File: src/rtl/rxfc_pkg.sv
// Shared types for the receive flow-control block.
package rxfc_pkg;

    // Decision applied to the RTS state register in a given cycle.
    typedef enum logic [1:0] {
        RTS_KEEP      = 2'd0,  // hold the current state (hysteresis band)
        RTS_SET_ON    = 2'd1,  // request data from the partner
        RTS_SET_OFF   = 2'd2,  // ask the partner to pause
        RTS_FOLLOW_SW = 2'd3   // copy the software request
    } rts_action_e;

endpackage

File: src/rtl/rxfc_level_cmp.sv
// Level comparator: compares the FIFO fill level with the flow threshold.
// Produces three flags:
//   - threshold validity;
//   - whether the trigger level has been reached;
//   - whether the level has drained far enough to release RTS.
// Assumes both inputs are unsigned.
// Both operands are widened to a common width so that either may be the wider one.
module rxfc_level_cmp #(
    parameter int LEVEL_W = 7,
    parameter int THR_W   = 6,
    parameter int HYST    = 4,
    parameter int MIN_THR = 4
) (
    input  logic [LEVEL_W-1:0] fill_level,
    input  logic [THR_W-1:0]   flow_thr,
    output logic               thr_valid,
    output logic               level_hit,
    output logic               release_ok
);
    localparam int CMP_W = ((LEVEL_W > THR_W) ? LEVEL_W : THR_W) + 1;

    logic [CMP_W-1:0] level_x;
    logic [CMP_W-1:0] thr_x;

    // Zero-extend whichever operand is narrower.
    generate
        if (LEVEL_W >= THR_W) begin : g_level_wide
            assign level_x = {{(CMP_W-LEVEL_W){1'b0}}, fill_level};
            assign thr_x   = {{(CMP_W-THR_W){1'b0}}, flow_thr};
        end else begin : g_thr_wide
            assign thr_x   = {{(CMP_W-THR_W){1'b0}}, flow_thr};
            assign level_x = {{(CMP_W-LEVEL_W){1'b0}}, fill_level};
        end
    endgenerate

    // Purpose: derive the three comparison flags from the widened operands.
    always_comb begin
        thr_valid  = (thr_x >= CMP_W'(MIN_THR));
        level_hit  = thr_valid && (level_x >= thr_x);
        release_ok = thr_valid && ((level_x + CMP_W'(HYST)) <= thr_x);
    end

endmodule

File: src/rtl/rxfc_rts_policy.sv
// RTS policy: selects the action for the RTS state register.
// Inputs are the flow mode and the comparator flags; the logic is purely
// combinational.
// Assumes level_hit and release_ok are never both 1.
module rxfc_rts_policy
    import rxfc_pkg::*;
(
    input  logic        hw_flow_en,
    input  logic        thr_valid,
    input  logic        level_hit,
    input  logic        release_ok,
    output rts_action_e action
);
    // Purpose: priority decode; in hardware mode the software bit is ignored.
    always_comb begin
        if (!hw_flow_en) begin
            action = RTS_FOLLOW_SW;
        end else if (!thr_valid) begin
            action = RTS_SET_ON;
        end else if (level_hit) begin
            action = RTS_SET_OFF;
        end else if (release_ok) begin
            action = RTS_SET_ON;
        end else begin
            action = RTS_KEEP;
        end
    end

endmodule

File: src/rtl/rxfc_state_regs.sv
// State registers: the RTS state flop and the registered trigger flag.
// The reset is synchronous and active low.
// After reset, RTS is active and the trigger is clear.
module rxfc_state_regs
    import rxfc_pkg::*;
(
    input  logic        clk,
    input  logic        rst_n,
    input  rts_action_e action,
    input  logic        sw_rts_req,
    input  logic        trig_next,
    output logic        rts_on,
    output logic        trig_q
);
    // Purpose: apply the selected action to the RTS state.
    always_ff @(posedge clk) begin
        if (!rst_n) begin
            rts_on <= 1'b1;
        end else begin
            unique case (action)
                RTS_SET_ON:    rts_on <= 1'b1;
                RTS_SET_OFF:   rts_on <= 1'b0;
                RTS_FOLLOW_SW: rts_on <= sw_rts_req;
                default:       rts_on <= rts_on;
            endcase
        end
    end

    // Purpose: register the status-only trigger flag.
    always_ff @(posedge clk) begin
        if (!rst_n) begin
            trig_q <= 1'b0;
        end else begin
            trig_q <= trig_next;
        end
    end

endmodule

File: src/rtl/rxfc_rts_ctrl.sv
// Top level: receive FIFO flow control for the RTS line.
// The block compares the FIFO fill level with a programmable threshold.
// It drives the active-low RTS pin with four entries of hysteresis and
// reports a status-only trigger flag.
// Both outputs come straight from flops.
// Assumes fill_level is already synchronous to clk.
module rxfc_rts_ctrl
    import rxfc_pkg::*;
#(
    parameter int LEVEL_W = 7,
    parameter int THR_W   = 6,
    parameter int HYST    = 4,
    parameter int MIN_THR = 4
) (
    input  logic               clk,
    input  logic               rst_n,
    input  logic [LEVEL_W-1:0] fill_level,
    input  logic [THR_W-1:0]   flow_thr,
    input  logic               hw_flow_en,
    input  logic               sw_rts_req,
    output logic               rts_n,
    output logic               flow_trig
);
    logic        thr_valid;
    logic        level_hit;
    logic        release_ok;
    logic        rts_on;
    rts_action_e action;

    rxfc_level_cmp #(
        .LEVEL_W (LEVEL_W),
        .THR_W   (THR_W),
        .HYST    (HYST),
        .MIN_THR (MIN_THR)
    ) i_cmp (
        .fill_level (fill_level),
        .flow_thr   (flow_thr),
        .thr_valid  (thr_valid),
        .level_hit  (level_hit),
        .release_ok (release_ok)
    );

    rxfc_rts_policy i_policy (
        .hw_flow_en (hw_flow_en),
        .thr_valid  (thr_valid),
        .level_hit  (level_hit),
        .release_ok (release_ok),
        .action     (action)
    );

    rxfc_state_regs i_regs (
        .clk        (clk),
        .rst_n      (rst_n),
        .action     (action),
        .sw_rts_req (sw_rts_req),
        .trig_next  (level_hit),
        .rts_on     (rts_on),
        .trig_q     (flow_trig)
    );

    // Purpose: the pin is active low.
    assign rts_n = ~rts_on;

endmodule

File: config.mk
export PLATFORM = sky130hd
export DESIGN_NAME = rxfc_rts_ctrl
export DESIGN_NICKNAME = d
export VERILOG_FILES = /design/src/rtl/rxfc_pkg.sv /design/src/rtl/rxfc_level_cmp.sv /design/src/rtl/rxfc_rts_policy.sv /design/src/rtl/rxfc_state_regs.sv /design/src/rtl/rxfc_rts_ctrl.sv
export SDC_FILE = /design/constraint.sdc
export NUM_CORES = 1
export LEC_CHECK = 0
export ABC_AREA = 1
export CAP_MARGIN = 5
export CORE_MARGIN = 4
export CORE_UTILIZATION = 30
export DETAILED_ROUTE_END_ITERATION = 10
export HOLD_SLACK_MARGIN = 0.15
export SYNTH_ARGS = -nofsm -noshare
export SYNTH_HDL_FRONTEND = slang
export SYNTH_SLANG_ARGS = --single-unit
export TNS_END_PERCENT = 50
File: constraint.sdc
create_clock -name clk -period 1.6 [get_ports clk]
set_input_delay 0.48 -clock clk [delete_from_list [all_inputs] [get_ports clk]]
set_output_delay 0.48 -clock clk [all_outputs]
set_load 0.1 [all_outputs]
==> reports/qor.yml, run 1 <==
first_global_vias: 555
diodes: 0
hold_viol_final: 0
port_buffers: 18
power_uw: 428
syn_nets: 104
endpoint_kind: "register"
r2r_start: "i_regs.rts_on"
die_area_um2: 2270
cp-start-kind: "input pin"
p_per_area_nw_per_um2: 475
cp.required_ns: 1.70
period_share: 0.978
wl_per_cell_um: 9.64
clk_latency_ns: 0.21
rr_worst_depth: 4
grt-ovfl-total: 0
path_buf_inv: 2
p_leak_nw: 0.467
nets: 137
grt_max_degree: 5
grtUsageTotal: 0.123
hold_class: "reg -> reg"
synth_cell_types: 16
hold-path-cell-count: 4
r2r_end: "i_regs.rts_on"
tritoncts: "built"
root_buffer: "clkbuf_4"
fill_cells: 148
grt_pass1_wl_mm: 2.04
clkTransAtPathRegs_ns: 0.03
routed_wl_mm: 1.19
synthCells: 76
drc: 0
ant_nets: 0
crit_cells: 12
cts_max_level: 1
max_slew_margin: 0.868
reg2reg_slack_ns: 0.90
crit_family: "simple AND/OR/NAND/NOR gates"
synth.yosys.seq_area_share: 0.0849
dieWidth_um: 47.7
syn2layout_area_growth_pct: 91.0
yosys_warnings: 0
die_h_um: 47.7
io_pins: 19
startpoint: "fill_level[2]"
hpwl_um: 962
critPathMaxFanout: 4
place_area_um2: 785
postSynthAreaPerCell_um2: 6.21
critPathMaxStageDelay_ns: 0.29
final_core_util: 0.605
antenna_found_initial: 0
drive_gt1_frac: 0.486
post_drt_via_cell_ratio: 4.51
netlist_area_um2: 472
worstSetupPathType: "in -> reg"
hold_ws_ns: 0.625
drtIter0Drc: 4
min_period_ns: 1.56
fmax_mhz: 639
place_congestion: 0.788
rsz0062_at_grt: "true"
routed-via-count: 555
design_area_um2: 901
crit_path_cell_trace: "buf_8, ha_4, xor2_1, ha_1, nand2_1, inv_2, nand2_1, nand2_1, nand2_1, nand3_2, nand3_2, nand3_1"
worstPathArrival_ns: 1.66
vdd_drop_max_mv: 0.257
clock_skew_ns: 0
run_status: "finished, final reports clean"
coreArea_um2: 1490
crit_top_cell: "nand2_1"
worst_slew_pin_slew_ns: 0.195
cts_made_buffers: 3
yosys_register_bits: 2
maxCapViolCount: 0
setup_viol: 0
first_pass_iters: 2
clock-sinks: 2
drv_slew: 0
ctsLongestPathBuffers: 2
row_count: 14
start_util: 0.317
cpMaxStageDelayCell: "ha_1"
cp-endpoint: "i_regs.rts_on"
-- power breakdown --
group | internal, mW | switching (mW)
logic | 0.129 | 0.136
clock network | 0.0823 | 0.0234
registers | 0.0548 | 0.00214
-- worst min path at each step --
stage	startpoint	end	slack, ns
2_1_floorplan	rst_n	i_regs.rts_on	0.56
3_3_place_gp	i_regs.rts_on	i_regs.rts_on	0.62
3_5_place_dp	i_regs.rts_on	i_regs.rts_on	0.64
4_1_cts	i_regs.rts_on	i_regs.rts_on	0.63
5_1_grt	i_regs.rts_on	i_regs.rts_on	0.68
6_report	i_regs.rts_on	i_regs.rts_on	0.63
-- worst min-delay path, delay by kind of cell (launching register included) --
kind                   cells  cell delay, ns
AO/OA/AOI/OAI              1            0.05
buffers and inverters      1            0.11
flip-flops                 1            0.28
AND/OR/NAND/NOR            2            0.12
-- stage by stage --
step	TNS [ns]	instances	worst slack, ns
2_1_floorplan	0	76	0.00294
3_3_place_gp	-1.17	119	-0.657
3_5_place_dp	-1.22	119	-0.702
4_1_cts	-0.0113	123	-0.0113
5_1_grt	-0.0632	123	-0.0632
6_report	0	123	0.0353
-- kinds of logic after synthesis --
| family | share of synthesized area |
|---|---|
| AND/OR/NAND/NOR | 0.363 |
| buffers and inverters | 0.151 |
| adder cells (fa/ha/maj) | 0.292 |
| AO/OA/AOI/OAI | 0.0716 |
| XOR/XNOR | 0.0371 |
| flip-flops | 0.0849 |
-- routing by layer --
metal / share of wire / track usage / wire length, µm / vias up
met2: 0.54 / 0.241 / 639 / 10
li1: - / - / - / 303
met4: 0 / 0.0108 / 0 / 0
met5: 0 / 0 / 0 / -
met1: 0.41 / 0.141 / 486 / 242
met3: 0.050 / 0.0263 / 59 / 0
-- placed cells by master, fill, tap and decap left out --
cell type        Yosys  routed
nor2_1               3       2
ha_2                 0       1
or2_0                1       1
and2_2               1       1
inv_2                0      11
nand3_1              7       4
or2_2                1       1
clkdlybuf4s50_1      0       3
inv_1               19       8
dlygate4sd2_1        0       8
ha_4                 0       6
o21ai_0              1       1
a21oi_2              1       3
dlymetal6s2s_1       0       1
a21oi_1              4       2
clkbuf_4             0       3
nand4_1              1       1
nand2_2              0       3
ha_1                11       4
nand3_2              2       5
and3_2               1       1
nand2_1             19      16
nor2_4               0       1
buf_12               0       2
buf_4                0       9
buf_2                0       2
buf_6                0       1
dfxtp_1              2       2
xor2_1               2       2
buf_8                0       2
-- cell usage after synthesis --
| master | instances | area [µm²] |
|---|---|---|
| o21ai_0 | 1 | 5.00 |
| dfxtp_1 | 2 | 40.0 |
| a21oi_2 | 1 | 8.76 |
| nor2_1 | 3 | 11.3 |
| and2_2 | 1 | 7.51 |
| nand3_1 | 7 | 35.0 |
| xor2_1 | 2 | 17.5 |
| or2_2 | 1 | 6.26 |
| a21oi_1 | 4 | 20.0 |
| nand4_1 | 1 | 6.26 |
| inv_1 | 19 | 71.3 |
| and3_2 | 1 | 7.51 |
| nand3_2 | 2 | 20.0 |
| or2_0 | 1 | 6.26 |
| ha_1 | 11 | 138 |
| nand2_1 | 19 | 71.3 |
-- layout make-up --
| type | instances | area [µm²] | area share |
|---|---|---|---|
| Inverter | 19 | 71.3 | 0.0792 |
| Clock buffer | 3 | 22.5 | 0.0250 |
| Tap cell | 16 | 20.0 | 0.0222 |
| Sequential cell | 2 | 40.0 | 0.0444 |
| Multi-Input combinational cell | 55 | 475 | 0.528 |
| Timing Repair Buffer | 28 | 272 | 0.301 |
-- what timing repair did --
| item | in CTS | in global routing |
|---|---|---|
| gates resized for setup | 51 | 7 |
| pin swaps | 23 | 11 |
| setup buffers | 1 | 0 |
| setup endpoints to repair | 2 | 1 |
| hold buffers | 0 | 0 |
-- registers in the layout (all words and copies together), names as in the netlist --
name	cells
i_regs.rts_on	1
i_regs.trig_q	1
Power figures use the tool's default switching activity.
==> run 2, diff against run 1 <==
--- a/config.mk
+++ b/config.mk
@@ -9,6 +9,7 @@
 export CAP_MARGIN = 5
 export CORE_MARGIN = 4
 export CORE_UTILIZATION = 30
+export CTS_CLUSTER_DIAMETER = 100
 export DETAILED_ROUTE_END_ITERATION = 10
 export HOLD_SLACK_MARGIN = 0.15
 export SYNTH_ARGS = -nofsm -noshare
==> results of run 2 <==
Final layout, timing and power as in run 1 (identical DEF).
==> run 3, diff against run 2 <==
--- a/config.mk
+++ b/config.mk
@@ -12,6 +12,7 @@
 export CTS_CLUSTER_DIAMETER = 100
 export DETAILED_ROUTE_END_ITERATION = 10
 export HOLD_SLACK_MARGIN = 0.15
+export PLACE_DENSITY = 0.64
 export SYNTH_ARGS = -nofsm -noshare
 export SYNTH_HDL_FRONTEND = slang
 export SYNTH_SLANG_ARGS = --single-unit
==> run 3 against run 2 <==
Effect of this change:
- the run now ends with negative setup slack left
- sequential power hardly changed
- clock-buffer cell count unchanged
- via count grew 2.5%
- flip-flop and latch count did not move
- combinational power is essentially flat
- wire length is 0.59% higher
- final cell count is 0.81% higher
- sequential share of layout area hardly changed
- first-iteration DRC count decreased by 50%
- critical path depth is 1 higher
- die area is the same
- largest power group unchanged
==> reports/qor.yml, run 3 (synthesis results as in run 1) <==
run_status: "complete, but fails checks"
violations: "negative setup slack"
critPathMaxFanout: 3
design_area_um2: 902
ant_nets: 0
drtIter0Drc: 2
postCtsHoldBufs: 0
dieWidth_um: 47.7
worst_slew_pin_slew_ns: 0.207
hold_viol_final: 0
final_common_cell: "nand2_1"
crit_family: "adder cells"
worstSetupPathType: "in -> reg"
reg2reg_slack_ns: 0.84
hpwl_um: 940
endpoint_kind: "register"
vdd_drop_max_mv: 0.191
cts_made_buffers: 3
path_buf_inv: 4
crit_path_cell_trace: "buf_6, ha_4, ha_4, nand2_2, inv_2, buf_4, buf_4, nand3_2, nand2_1, nand3_2, nand2_1, nand2_1, nand3_1"
diodes: 0
rsz0062_at_grt: "true"
row_count: 14
first_global_vias: 523
setup_ws_ns: -0.0182
grt_pass1_wl_mm: 2.02
r2r_start: "i_regs.rts_on"
multi_input_area_um2: 477
root_buffer: "clkbuf_4"
place_congestion: 0.785
drv_slew: 0
antenna_found_initial: 0
cpMaxStageDelayCell: "ha_4"
wl_per_cell_um: 9.62
met3_length_um: 54
grtUsageTotal: 0.121
clk_latency_ns: 0.22
routed-via-count: 569
nets: 138
cp-start-kind: "input pin"
fill_cells: 138
final_cell_mix: "nand2_1, inv_2, buf_4"
dr_wl_met2_um: 636
fmax_mhz: 618
wl_met1_um: 502
p_leak_nw: 0.464
clock_skew_ns: 0
max_slew_margin: 0.860
syn2layout_area_growth_pct: 91.2
tritoncts: "built"
die_h_um: 47.7
tns_ns: -0.0182
p_per_area_nw_per_um2: 476
coreArea_um2: 1490
hp-start: "i_regs.rts_on"
grt_max_degree: 5
routed_wl_mm: 1.19
final_core_util: 0.606
seqCellArea_um2: 40.0
drc: 0
startpoint: "fill_level[3]"
min_period_ns: 1.62
first_pass_iters: 3
die_area_um2: 2270
setup_viol: 1
io_pins: 19
top_regs: "i_regs.rts_on x1, i_regs.trig_q x1"
port_buffers: 18
hold_class: "reg -> reg"
clock-sinks: 2
crit_top_cell: "nand2_1"
place_area_um2: 769
top_layer: "met3"
worstPathArrival_ns: 1.72
cts_max_level: 1
grt-ovfl-total: 0
period_share: 1.01
post_drt_via_cell_ratio: 4.59
ctsLongestPathBuffers: 2
maxCapViolCount: 0
cp.required_ns: 1.70
start_util: 0.317
critPathMaxStageDelay_ns: 0.26
clkTransAtPathRegs_ns: 0.03
drive_gt1_frac: 0.463
==> run 3: changes by cell type in the layout (fill, tap and decap cells not counted), sizes merged <==
cell | before | now
dlymetal6s2s | 1 | 0
buf | 16 | 17
dlygate4sd2 | 8 | 9
==> run 3: where the power goes <==
group | switching [mW] | internal, mW | leakage [nW] | total, mW
clock network | 0.0246 | 0.0824 | 0.0138 | 0.107
logic | 0.136 | 0.130 | 0.433 | 0.266
registers | 0.00207 | 0.0548 | 0.0167 | 0.0568
total | 0.163 | 0.267 | 0.464 | 0.430
==> run 3: final cells by class <==
| type | count | share of cell area |
|---|---|---|
| sequential | 2 | 0.0444 |
| multi-input combinational | 55 | 0.528 |
| tap | 16 | 0.0222 |
| timing repair buffer | 29 | 0.301 |
| inverter | 19 | 0.0791 |
| clock buffer | 3 | 0.0250 |
==> run 3: through the flow <==
| stage | setup WS [ns] | instances | hold WS, ns | total power [mW] |
|---|---|---|---|---|
| 2_1_floorplan | 0.00294 | 76 | 0.565 | 0.188 |
| 3_3_place_gp | -0.682 | 117 | 0.634 | 0.285 |
| 3_5_place_dp | -0.713 | 117 | 0.640 | 0.289 |
| 4_1_cts | 0.00917 | 122 | 0.640 | 0.424 |
| 5_1_grt | -0.134 | 124 | 0.676 | 0.472 |
| 6_report | -0.0182 | 124 | 0.662 | 0.430 |
==> run 3: timing repair <==
item | 4_1_cts | 5_1_grt
pin swaps | 14 | 11
setup buffers | 2 | 2
resized for setup | 49 | 4
endpoints found under the hold margin | 0 | 0
endpoints found under the setup margin | 2 | 1
gates cloned | 0 | 0
==> run 3: tightest hold or removal path, stage by stage, from the launching register on <==
cell     delay (ns)
dfxtp_1        0.28
inv_1          0.12
a21oi_1        0.07
nand3_2        0.07
nand3_1        0.06
==> run 3: worst paths after layout <==
| kind | cells past startpoint | end |
|---|---|---|
| worst min-delay path | 4 | i_regs.rts_on |
| worst min register to register | 4 | i_regs.rts_on |
| worst max register to register | 4 | i_regs.rts_on |
| worst max-delay path | 13 | i_regs.rts_on |
==> run 3: routing by layer <==
metal,up-vias,track usage
met2,13,0.225
met1,254,0.148
li1,302,-
met5,-,0
met4,0,0.0161
met3,0,0.0226
